`config.mk`:
```
export PLATFORM = sky130hd
export DESIGN_NAME = ppio_hshake
export DESIGN_NICKNAME = d
export VERILOG_FILES = /design/src/rtl/ppio_hshake.sv
export SDC_FILE = /design/constraint.sdc
export NUM_CORES = 1
export LEC_CHECK = 0
export BUFFER_PORTS_ARGS = -buffer_cell sky130_fd_sc_hd__buf_2
export CORE_UTILIZATION = 53
export DETAILED_ROUTE_END_ITERATION = 10
export PLACE_DENSITY = 0.8
export RECOVER_POWER = 25
export SETUP_SLACK_MARGIN = 0.4
export SYNTH_ARGS = -nofsm -noshare
export SYNTH_HDL_FRONTEND = slang
export SYNTH_SLANG_ARGS = --single-unit
```
`constraint.sdc`:
```
create_clock -name clk -period 2.1 [get_ports clk]
set_clock_uncertainty 0.1 [all_clocks]
set_input_delay 0.315 -clock clk [delete_from_list [all_inputs] [get_ports clk]]
set_output_delay 0.315 -clock clk [all_outputs]
set_load 0.1 [all_outputs]
```
`src/rtl/ppio_hshake.sv`:
```
module ppio_hshake #(
  parameter int W = 8,
  parameter int PULSE_LEN = 2
) (
  input  logic         clk,
  input  logic         rst_n,
  input  logic         e_en,
  input  logic         cs,
  input  logic         we,
  input  logic [2:0]   addr,
  input  logic [W-1:0] wdata,
  output logic [W-1:0] rdata,
  output logic         irq,
  output logic [W-1:0] portb_out,
  input  logic [W-1:0] pc_in,
  output logic [W-1:0] pc_out,
  output logic [W-1:0] pc_oe,
  input  logic         stra,
  output logic         strb
);
  localparam int CW = $clog2(PULSE_LEN + 1);
  localparam logic [2:0] A_CTL = 3'd0, A_PB = 3'd1, A_PC = 3'd2,
                         A_LAT = 3'd3, A_DDR = 3'd4, A_STS = 3'd5;

  logic [5:0]    ctl;
  logic [W-1:0]  pb, pc, lat, ddr;
  logic          staf, ie, arm, act, stra_d;
  logic [CW-1:0] cnt;

  wire wom  = ctl[5];
  wire hnds = ctl[4];
  wire oin  = ctl[3];
  wire pls  = ctl[2];
  wire ega  = ctl[1];
  wire invb = ctl[0];

  wire out_hs   = hnds & oin;
  wire rd       = cs & ~we;
  wire wr       = cs & we;
  wire edge_hit = ega ? (stra & ~stra_d) : (~stra & stra_d);
  wire force_out = out_hs & (stra ^ ega);
  wire [W-1:0] dir = ddr | {W{force_out}};
  wire pc_acc   = cs & ((addr == A_PC) | (addr == A_LAT));
  wire timed    = ~hnds | pls;
  wire trig     = hnds ? (oin ? (wr && addr == A_PC) : (rd && addr == A_LAT))
                       : (wr && addr == A_PB);

  always_ff @(posedge clk) begin
    if (!rst_n) begin
      ctl    <= 6'b000010;
      pb     <= '0;
      pc     <= '0;
      ddr    <= '0;
      ie     <= 1'b0;
      stra_d <= 1'b0;
    end else begin
      stra_d <= stra;
      if (wr) begin
        case (addr)
          A_CTL:   ctl <= wdata[5:0];
          A_PB:    pb  <= wdata;
          A_PC:    pc  <= wdata;
          A_DDR:   ddr <= wdata;
          A_STS:   ie  <= wdata[1];
          default: ;
        endcase
      end
    end
  end

  always_ff @(posedge clk) begin
    if (!rst_n) lat <= '0;
    else if (edge_hit && !out_hs) lat <= pc_in;
  end

  always_ff @(posedge clk) begin
    if (!rst_n) begin
      staf <= 1'b0;
      arm  <= 1'b0;
    end else begin
      if (edge_hit) staf <= 1'b1;
      else if (arm && pc_acc) staf <= 1'b0;
      if (rd && addr == A_CTL && staf) arm <= 1'b1;
      else if (pc_acc) arm <= 1'b0;
    end
  end

  always_ff @(posedge clk) begin
    if (!rst_n) begin
      act <= 1'b0;
      cnt <= '0;
    end else if (trig) begin
      act <= 1'b1;
      cnt <= CW'(PULSE_LEN);
    end else if (edge_hit) begin
      act <= 1'b0;
    end else if (act && timed && e_en) begin
      if (cnt <= 1) act <= 1'b0;
      cnt <= cnt - 1'b1;
    end
  end

  always_comb begin
    case (addr)
      A_CTL:   rdata = W'(ctl);
      A_PB:    rdata = pb;
      A_PC:    rdata = (dir & pc) | (~dir & pc_in);
      A_LAT:   rdata = lat;
      A_DDR:   rdata = ddr;
      A_STS:   rdata = W'({ie, staf});
      default: rdata = '0;
    endcase
  end

  assign portb_out = pb;
  assign pc_oe     = dir & (wom ? ~pc : '1);
  assign pc_out    = wom ? '0 : pc;
  assign strb      = invb ? act : ~act;
  assign irq       = staf & ie;
endmodule

```
==> results of run 1 <==
-- cells in the mapped netlist (4+ instances only) --
cell type  number  area share
nor2b_1        14       0.038
a21oi_1        19       0.041
nor2_1         40       0.065
and2_1          4       0.011
dfxtp_1        45        0.39
mux2i_1        51        0.22
o21ai_0        10       0.022
a2bb2oi_1      10       0.038
buf_2           5       0.011
a31oi_1         5       0.014
clkbuf_1        7       0.011
-- cell families after synthesis --
| kind of cell | after synthesis | share of synthesized area |
|---|---|---|
| fa+ha+maj | 1 | 0.005413 |
| xor+xnor | 2 | 0.007581 |
| compound gates | 51 | 0.1386 |
| buf+inv | 21 | 0.04222 |
| flops | 45 | 0.3898 |
| mux | 53 | 0.2420 |
| simple gates | 77 | 0.1743 |
-- power by group --
group | switching, mW | total (mW) | internal [mW] | leakage (nW)
sequential | 0.0225 | 0.892 | 0.870 | 0.371
clock | 0.320 | 0.708 | 0.388 | 0.0585
combinational | 0.274 | 0.440 | 0.166 | 1.14
-- per-stage QoR --
stage / cells / util / instance area [µm²]
6_report: 386 / 0.9397 / 3840
5_1_grt: 386 / 0.9397 / 3840
4_1_cts: 377 / 0.8791 / 3592
3_5_place_dp: 359 / 0.8056 / 3292
3_3_place_gp: 359 / 0.8056 / 3292
2_1_floorplan: 250 / - / 2690
-- placed cells by master, fill, tap and decap left out, drive strengths merged --
cell / instances
a211oi: 1
xor2: 1
and2: 4
and3: 1
xnor2: 1
clkbuf: 9
inv: 3
and3b: 1
o221ai: 1
or3b: 4
nand3b: 1
o211a: 1
mux4: 2
nor2b: 14
nand4b: 1
nor3: 2
mux2i: 51
a2bb2oi: 10
clkinv: 1
nor3b: 3
nand2: 2
a31oi: 5
nor2: 40
dfxtp: 45
a21oi: 19
or3: 1
o21ai: 10
a22oi: 2
nand3: 2
o21a: 1
o21bai: 1
nand4: 1
ha: 1
buf: 93
bufinv: 1
-- worst max path at each step --
stage	startpoint	to	cells past startpoint
3_5_place_dp	stra	rdata[0]	6
2_1_floorplan	portb_out[0]	rdata[0]	4
4_1_cts	ctl[1]	rdata[1]	5
6_report	ctl[4]	rdata[7]	6
5_1_grt	ctl[4]	rdata[4]	5
3_3_place_gp	stra	rdata[6]	6
-- metal layers --
| metal | global-route usage | routed length [µm] | up-vias |
|---|---|---|---|
| met2 | 0.6127 | 4807 | 202 |
| met1 | 0.3746 | 3332 | 1229 |
| li1 | - | - | 1060 |
| met3 | 0.1000 | 864 | 58 |
| met5 | 0 | 0 | - |
| met4 | 0.1901 | 476 | 0 |
-- registers in the layout (all words and copies together) (netlist names) --
signal and cells:
portb_out 8, ddr 8, lat 8, arm 1, staf 1, act 1
ctl 6, pc 8, ie 1, stra_d 1, cnt 2
-- layout make-up --
| cell class | count | area (µm²) | area share |
|---|---|---|---|
| clock buffer | 7 | 86.33 | 0.02248 |
| clock inverter | 1 | 30.03 | 0.007820 |
| inverter | 4 | 15.01 | 0.003910 |
| multi-input combinational | 184 | 1764 | 0.4594 |
| sequential | 45 | 925.9 | 0.2411 |
| tap | 50 | 62.56 | 0.01629 |
| timing repair buffer | 95 | 955.9 | 0.2489 |
-- critical path, cell delays in order, from the launching register on --
cell	delay, ps
dfxtp_4	370
and2_4	170
buf_6	150
a21oi_4	200
mux2i_2	310
o21ai_4	90
buf_12	180
-- timing repair --
| action | CTS | global route |
|---|---|---|
| setup buffers | 10 | 9 |
| endpoints found under the setup margin | 35 | 59 |
| pin swaps | 15 | 17 |
| resized for setup | 30 | 44 |
| cloned | 0 | 0 |
==> flow_metrics.py, run 1 <==
metrics = {
    "grt": {
        "antenna_found_initial": 0,
        "grt_util_all_layers": 0.3497,
        "grt-ovfl-total": 0,
        "grt_max_degree": 43,
        "grt_pass1_vias": 2374,
        "grt_first_pass_wirelength_mm": 11.50,
    },
    "die": {
        "die_w_um": 68.03,
        "start_util": 0.5655,
        "fp-row-count": 23,
        "dieHeight_um": 68.03,
        "coreArea_um2": 4086,
        "ios": 59,
        "dieArea_um2": 4628,
    },
    "sta": {
        "setup_viol": 13,
        "tns_ps": -628.3,
        "tightestPinTransition_ps": 508.7,
        "holdWs_ps": 130.0,
        "final.min_clock_period_ps": 2196,
        "maxSlewHeadroom": 0.6632,
        "hold_violations": 0,
        "period_share": 1.046,
        "report.final.slew_viol_count": 0,
        "finalWorstSetupSlack_ps": -95.72,
        "rsz0062_at_grt": "true",
        "max_freq_mhz": 455.4,
    },
    "power_and_ir_drop": {
        "power_density_nw_per_um2": 531.4,
        "leakage_nw": 1.570,
        "peakVddDrop_mv": 0.4342,
        "total_power_mw": 2.041,
    },
    "critical_path": {
        "worstSetupPathType": "reg2out",
        "rrSetupSlack_ps": 80,
        "rr_worst_depth": 7,
        "reg2reg_to": "cnt[1]",
        "crit_path_start_kind": "flop",
        "r2r_start": "ctl[1]",
        "arrival_ps": 1780,
        "critPathRequiredTime_ps": 1680,
        "crit_path_end_kind": "output pin",
        "path_max_fanout": 5,
    },
    "detailed_routing": {
        "dr.pass1.iters": 5,
        "drt_wl_total_mm": 9.480,
        "drc": 0,
        "post_drt_wl_per_cell_um": 24.56,
        "drt_iter0_drc": 244,
        "vias": 2549,
        "antenna_left": 0,
        "avgViaCountPerCell": 6.604,
    },
    "synth": {
        "synth-seq-cells": 45,
        "ys.flop_type": "dfxtp_1",
        "syn_area_per_cell_um2": 9.244,
        "seq_area_frac_synth": 0.3898,
        "synth_edf_count": 0,
        "syn_area_um2": 2311,
        "syn-num-nets": 276,
        "yosys_warnings": 0,
        "postSynthCellCount": 250,
        "ys_types": 40,
        "synthArstFlopShare": 0,
    },
    "hold_path": {
        "hold_depth": 2,
        "hold_path.class": "in2reg",
        "hold_end": "ctl[1]",
        "hp-start": "rst_n",
    },
    "final_layout": {
        "drive_gt1_frac": 0.5179,
        "diodes": 0,
        "nNetsFinal": 361,
        "synthToLayoutAreaGrowth_pct": 66.16,
        "fillers": 117,
    },
    "clock_tree": {
        "numCtsBuffers": 5,
        "root_buffer": "clkbuf_8",
        "clock_latency_ps": 310,
        "cts_sinks": 45,
        "cts_max_path_buffers": 2,
        "cts_tree": "done",
        "clk_pin_slew_ps": 90,
        "ctsHtreeMaxLevel": 2,
        "cts_hold_buffers": 0,
    },
    "outcome": {
        "outcome": "finished with violations",
        "violations": "negative setup slack",
    },
    "place": {
        "place_ws_ps": -81.93,
        "dp_hpwl_mm": 4.646,
        "gp_routability_congestion": 0.7737,
        "numPortBuffers": 58,
    },
    "flow_run": {
        "drv_cap": 0,
    },
}
(Power assumes the default switching activity.)
==> inputs of run 2 (changes only) <==
--- a/config.mk
+++ b/config.mk
@@ -6,11 +6,12 @@
 export NUM_CORES = 1
 export LEC_CHECK = 0
 export BUFFER_PORTS_ARGS = -buffer_cell sky130_fd_sc_hd__buf_2
-export CORE_UTILIZATION = 53
+export CORE_UTILIZATION = 55
 export DETAILED_ROUTE_END_ITERATION = 10
-export PLACE_DENSITY = 0.8
+export PLACE_DENSITY = 0.82
 export RECOVER_POWER = 25
 export SETUP_SLACK_MARGIN = 0.4
+export SKIP_CTS_REPAIR_TIMING = 1
 export SYNTH_ARGS = -nofsm -noshare
 export SYNTH_HDL_FRONTEND = slang
 export SYNTH_SLANG_ARGS = --single-unit
==> constraint.sdc (replaced) <==
create_clock -name clk -period 2.7 [get_ports clk]
set_clock_uncertainty 0.1 [all_clocks]
set_input_delay 0.405 -clock clk [delete_from_list [all_inputs] [get_ports clk]]
set_output_delay 0.405 -clock clk [all_outputs]
set_load 0.1 [all_outputs]
==> flow_metrics.py, run 2 (synthesized netlist as in run 1, its figures left out) <==
metrics = {
    "outcome": {
        "outcome": "completed",
    },
    "detailed_routing": {
        "post_drt_wl_per_cell_um": 17.35,
        "drt_iter0_drc": 125,
        "vias": 2067,
        "drc": 0,
        "antenna_left": 0,
        "drt_wl_total_mm": 6.212,
        "dr.pass1.iters": 4,
        "avgViaCountPerCell": 5.774,
    },
    "critical_path": {
        "r2r_start": "ctl[1]",
        "worstSetupPathType": "reg2out",
        "crit_top_cell": "buf_12",
        "critPathBufInv": 2,
        "critPathMaxStageDelay_ps": 500,
        "crit_path_start_kind": "flop",
        "rrSetupSlack_ps": 550,
        "crit_path_top_delay_cell": "dfxtp_1",
        "crit_path_end_kind": "output pin",
        "rr_worst_depth": 4,
        "path_cells": "xor2_4, buf_12, a21oi_2, mux2i_2, o21ai_4, buf_12",
        "reg2reg_to": "lat[1]",
        "arrival_ps": 1860,
        "critPathRequiredTime_ps": 2190,
        "path_max_fanout": 8,
        "path_delay_family": "flip-flops",
    },
    "final_layout": {
        "layout.cells.non_filler": 358,
        "multi_input_area_um2": 1575,
        "diodes": 0,
        "final_cell_area_um2": 3142,
        "fillers": 278,
        "synthToLayoutAreaGrowth_pct": 35.95,
        "final_cell_mix": "mux2i_1 (44), dfxtp_1 (44), nor2_1 (40)",
        "final_util": 0.7798,
        "regArea_um2": 902.1,
        "nNetsFinal": 333,
        "drive_gt1_frac": 0.3474,
    },
    "sta": {
        "rsz0062_at_grt": "true",
        "maxSlewHeadroom": 0.2141,
        "report.final.slew_viol_count": 0,
        "holdWs_ps": 218.8,
        "setup_viol": 0,
        "tns_ps": 0,
        "hold_violations": 0,
        "period_share": 0.8754,
        "max_freq_mhz": 423.1,
        "final.min_clock_period_ps": 2364,
        "tightestPinTransition_ps": 1184,
    },
    "die": {
        "ios": 59,
        "coreArea_um2": 4029,
        "dieHeight_um": 66.82,
        "start_util": 0.5736,
        "die_w_um": 66.82,
        "dieArea_um2": 4465,
        "fp-row-count": 23,
    },
    "power_and_ir_drop": {
        "power_density_nw_per_um2": 479.1,
        "leakage_nw": 1.300,
        "peakVddDrop_mv": 0.4068,
    },
    "clock_tree": {
        "cts_max_path_buffers": 2,
        "numCtsBuffers": 5,
        "cts_sinks": 45,
        "root_buffer": "clkbuf_8",
        "cts_tree": "done",
        "clk_pin_slew_ps": 80,
        "clock_latency_ps": 300,
        "ctsHtreeMaxLevel": 2,
    },
    "place": {
        "dp_hpwl_mm": 3.857,
        "place_area_um2": 2878,
        "numPortBuffers": 58,
        "gp_routability_congestion": 0.8402,
        "placedCellCount": 348,
    },
    "grt": {
        "antenna_found_initial": 0,
        "grt_first_pass_wirelength_mm": 9.197,
        "grt_max_degree": 43,
        "grt_util_all_layers": 0.2820,
        "grt_pass1_vias": 1897,
        "grt-ovfl-total": 0,
    },
    "hold_path": {
        "hp-start": "rst_n",
        "hold_depth": 2,
        "hold_path.class": "in2reg",
        "hold_end": "ctl[1]",
    },
    "flow_run": {
        "drv_cap": 0,
    },
}
==> run 2: power breakdown <==
group	leakage (nW)	internal [mW]	switching [mW]
Combinational	0.876	0.0993	0.184
Sequential	0.366	0.679	0.0136
Clock	0.0585	0.302	0.227
Total	1.30	1.08	0.425
==> run 2: per-stage QoR <==
step                total power [mW]  worst slack [ps]
finish                         1.505             336.3
global placement              0.9658             202.3
CTS                            1.489             3.382
floorplan                     0.8892             143.9
detailed placement            0.9694             235.8
global route                   1.549             263.1
==> run 2: how the worst max path moves through the flow <==
stage | from | end | slack (ps) | cells after the start
after floorplan | addr[1] | rdata[0] | 140 | 4
after global placement | stra | rdata[5] | 200 | 6
after detailed placement | addr[2] | rdata[1] | 240 | 6
after CTS | ctl[1] | rdata[1] | 3 | 5
after global routing | ctl[1] | rdata[6] | 260 | 6
final | ctl[1] | rdata[3] | 340 | 6
==> run 2: layout make-up <==
| cell class | instances | area share |
|---|---|---|
| Inverter | 4 | 0.004779 |
| Sequential cell | 45 | 0.2871 |
| Timing Repair Buffer | 66 | 0.1497 |
| Tap cell | 50 | 0.01991 |
| Clock buffer | 7 | 0.02748 |
| Multi-Input combinational cell | 185 | 0.5014 |
| Clock inverter | 1 | 0.009558 |
==> run 2: per-layer routing <==
layer,GRT usage,vias to the layer above,share of wire
met4,0.1223,0,0.014
met5,0,-,0
met3,0.04110,8,0.046
met1,0.3557,990,0.44
met2,0.4722,66,0.50
li1,-,1003,-
==> inputs of run 3 (changes only) <==
--- a/config.mk
+++ b/config.mk
@@ -6,9 +6,10 @@
 export NUM_CORES = 1
 export LEC_CHECK = 0
 export BUFFER_PORTS_ARGS = -buffer_cell sky130_fd_sc_hd__buf_2
-export CORE_UTILIZATION = 55
+export CORE_MARGIN = 5
+export CORE_UTILIZATION = 57
 export DETAILED_ROUTE_END_ITERATION = 10
-export PLACE_DENSITY = 0.82
+export PLACE_DENSITY = 0.85
 export RECOVER_POWER = 25
 export SETUP_SLACK_MARGIN = 0.4
 export SKIP_CTS_REPAIR_TIMING = 1
==> constraint.sdc (replaced) <==
create_clock -name clk -period 2.7 [get_ports clk]
set_clock_uncertainty 0.1 [all_clocks]
set_input_delay 0.135 -clock clk [delete_from_list [all_inputs] [get_ports clk]]
set_output_delay 0.135 -clock clk [all_outputs]
set_load 0.1 [all_outputs]
==> flow_metrics.py, run 3 (synthesized netlist as in run 1, its figures left out) <==
metrics = {
    "outcome": {
        "outcome": "finished with violations",
        "violations": "negative hold slack",
    },
    "sta": {
        "report.final.slew_viol_count": 0,
        "final.min_clock_period_ps": 2244,
        "rsz0062_at_grt": "false",
        "finalWorstSetupSlack_ps": 456.2,
        "max_freq_mhz": 445.7,
        "hold_violations": 1,
        "tightestPinTransition_ps": 1324,
        "setup_viol": 0,
        "maxSlewHeadroom": 0.1104,
        "period_share": 0.8310,
        "tns_ps": 0,
        "holdWs_ps": -11.37,
    },
    "power_and_ir_drop": {
        "internal_power_mw": 1.056,
        "sw_frac_of_total": 0.2744,
        "peakVddDrop_mv": 0.3802,
        "pwr-share-seq": 0.475,
        "power_switching_mw": 0.3992,
        "power_density_nw_per_um2": 512.0,
        "leakage_nw": 1.293,
        "clkPwrFrac": 0.360,
        "comb_power_share": 0.165,
    },
    "die": {
        "fp-row-count": 23,
        "coreArea_um2": 3971,
        "start_util": 0.5819,
        "ios": 59,
        "dieHeight_um": 73.68,
        "die_w_um": 73.68,
        "dieArea_um2": 5428,
    },
    "grt": {
        "grt_util_all_layers": 0.2282,
        "antenna_found_initial": 0,
        "grt_use_met3": 0.05198,
        "met2_usage": 0.3484,
        "met1_usage": 0.3127,
        "grt_max_degree": 27,
        "grt.busiest_layer": "met2",
        "grt_first_pass_wirelength_mm": 9.563,
        "grt-ovfl-total": 0,
        "grt_pass1_vias": 2028,
    },
    "critical_path": {
        "crit_path_top_delay_cell": "mux4_1",
        "path_cells": "clkbuf_1, mux4_1, nor2b_1, a31oi_1, o21ai_2, buf_2",
        "path_max_fanout": 12,
        "path_delay_family": "buffers and inverters",
        "critPathBufInv": 2,
        "worstSetupPathType": "in2out",
        "crit_path_end_kind": "output pin",
        "arrival_ps": 2010,
        "critPathRequiredTime_ps": 2470,
        "critPathMaxStageDelay_ps": 620,
        "crit_path_start_kind": "input port",
    },
    "clock_tree": {
        "cts_sinks": 45,
        "root_buffer": "clkbuf_8",
        "clk_pin_slew_ps": 80,
        "clock_latency_ps": 290,
        "ctsHtreeMaxLevel": 2,
        "numCtsBuffers": 5,
        "cts_max_path_buffers": 2,
        "cts_tree": "done",
    },
    "final_layout": {
        "nNetsFinal": 335,
        "diodes": 0,
        "fillers": 322,
        "synthToLayoutAreaGrowth_pct": 22.96,
        "final_util": 0.7155,
        "mostFrequentLayoutCell": "mux2i_1",
        "drive_gt1_frac": 0.2613,
        "final_cell_mix": "mux2i_1 (51), dfxtp_1 (45), buf_2 (42)",
    },
    "detailed_routing": {
        "antenna_left": 0,
        "avgViaCountPerCell": 5.792,
        "drc": 0,
        "drt_wl_total_mm": 5.850,
        "post_drt_wl_per_cell_um": 16.25,
        "dr.pass1.iters": 5,
        "drt_iter0_drc": 138,
        "vias": 2085,
    },
    "hold_path": {
        "hold_path.class": "in2reg",
    },
    "place": {
        "gp_routability_congestion": 0.8416,
        "dp_hpwl_mm": 4.177,
        "numPortBuffers": 58,
        "place_ws_ps": 680.2,
    },
    "flow_run": {
        "drv_cap": 0,
    },
}
==> run 3: tightest hold or removal path, delay by kind of cell <==
kind                   cells  cell delay [ps]
buffers and inverters      1               90
AND/OR/NAND/NOR            1               70
multiplexers               1               60
==> run 3: cell type report <==
class / count / area, µm² / area share
Sequential cell: 45 / 900.9 / 0.3170
Multi-Input combinational cell: 184 / 1366 / 0.4808
Clock buffer: 7 / 86.33 / 0.03038
Inverter: 4 / 15.01 / 0.005284
Timing Repair Buffer: 69 / 380.4 / 0.1339
Tap cell: 50 / 62.56 / 0.02202
Clock inverter: 1 / 30.03 / 0.01057
==> run 3: per-layer routing <==
layer  vias up  part of all wire  wire, µm
li1       1009                 -         -
met2        80              0.47      2735
met3         8             0.075       440
met1       988              0.44      2600
met4         0             0.012        73
met5         -                 0         0
==> run 3: power by group through the flow <==
stage / combinational (mW) / clock [mW] / sequential (mW)
after global placement: 0.231 / 0 / 0.706
final: 0.240 / 0.523 / 0.691
after detailed placement: 0.233 / 0 / 0.707
after CTS: 0.234 / 0.527 / 0.691
after floorplan: 0.166 / 0 / 0.714
after global routing: 0.254 / 0.561 / 0.694
==> run 3: worst paths after layout <==
check / startpoint / to / slack (ps) / cells after the start
setup / recovery: addr[2] / rdata[1] / 460 / 6
hold / removal: pc_in[4] / lat[4] / -10 / 3
setup reg to reg: ctl[1] / lat[7] / 680 / 4
hold reg to reg: cnt[1] / cnt[1] / 410 / 2
==> run 3: metrics by stage <==
stage / std cells / cell area (µm²) / total power [mW]
6_report: 360 / 2841 / 1.455
5_1_grt: 360 / 2841 / 1.509
4_1_cts: 355 / 2803 / 1.453
3_5_place_dp: 347 / 2686 / 0.9400
3_3_place_gp: 347 / 2686 / 0.9369
2_1_floorplan: 250 / 2371 / 0.8806
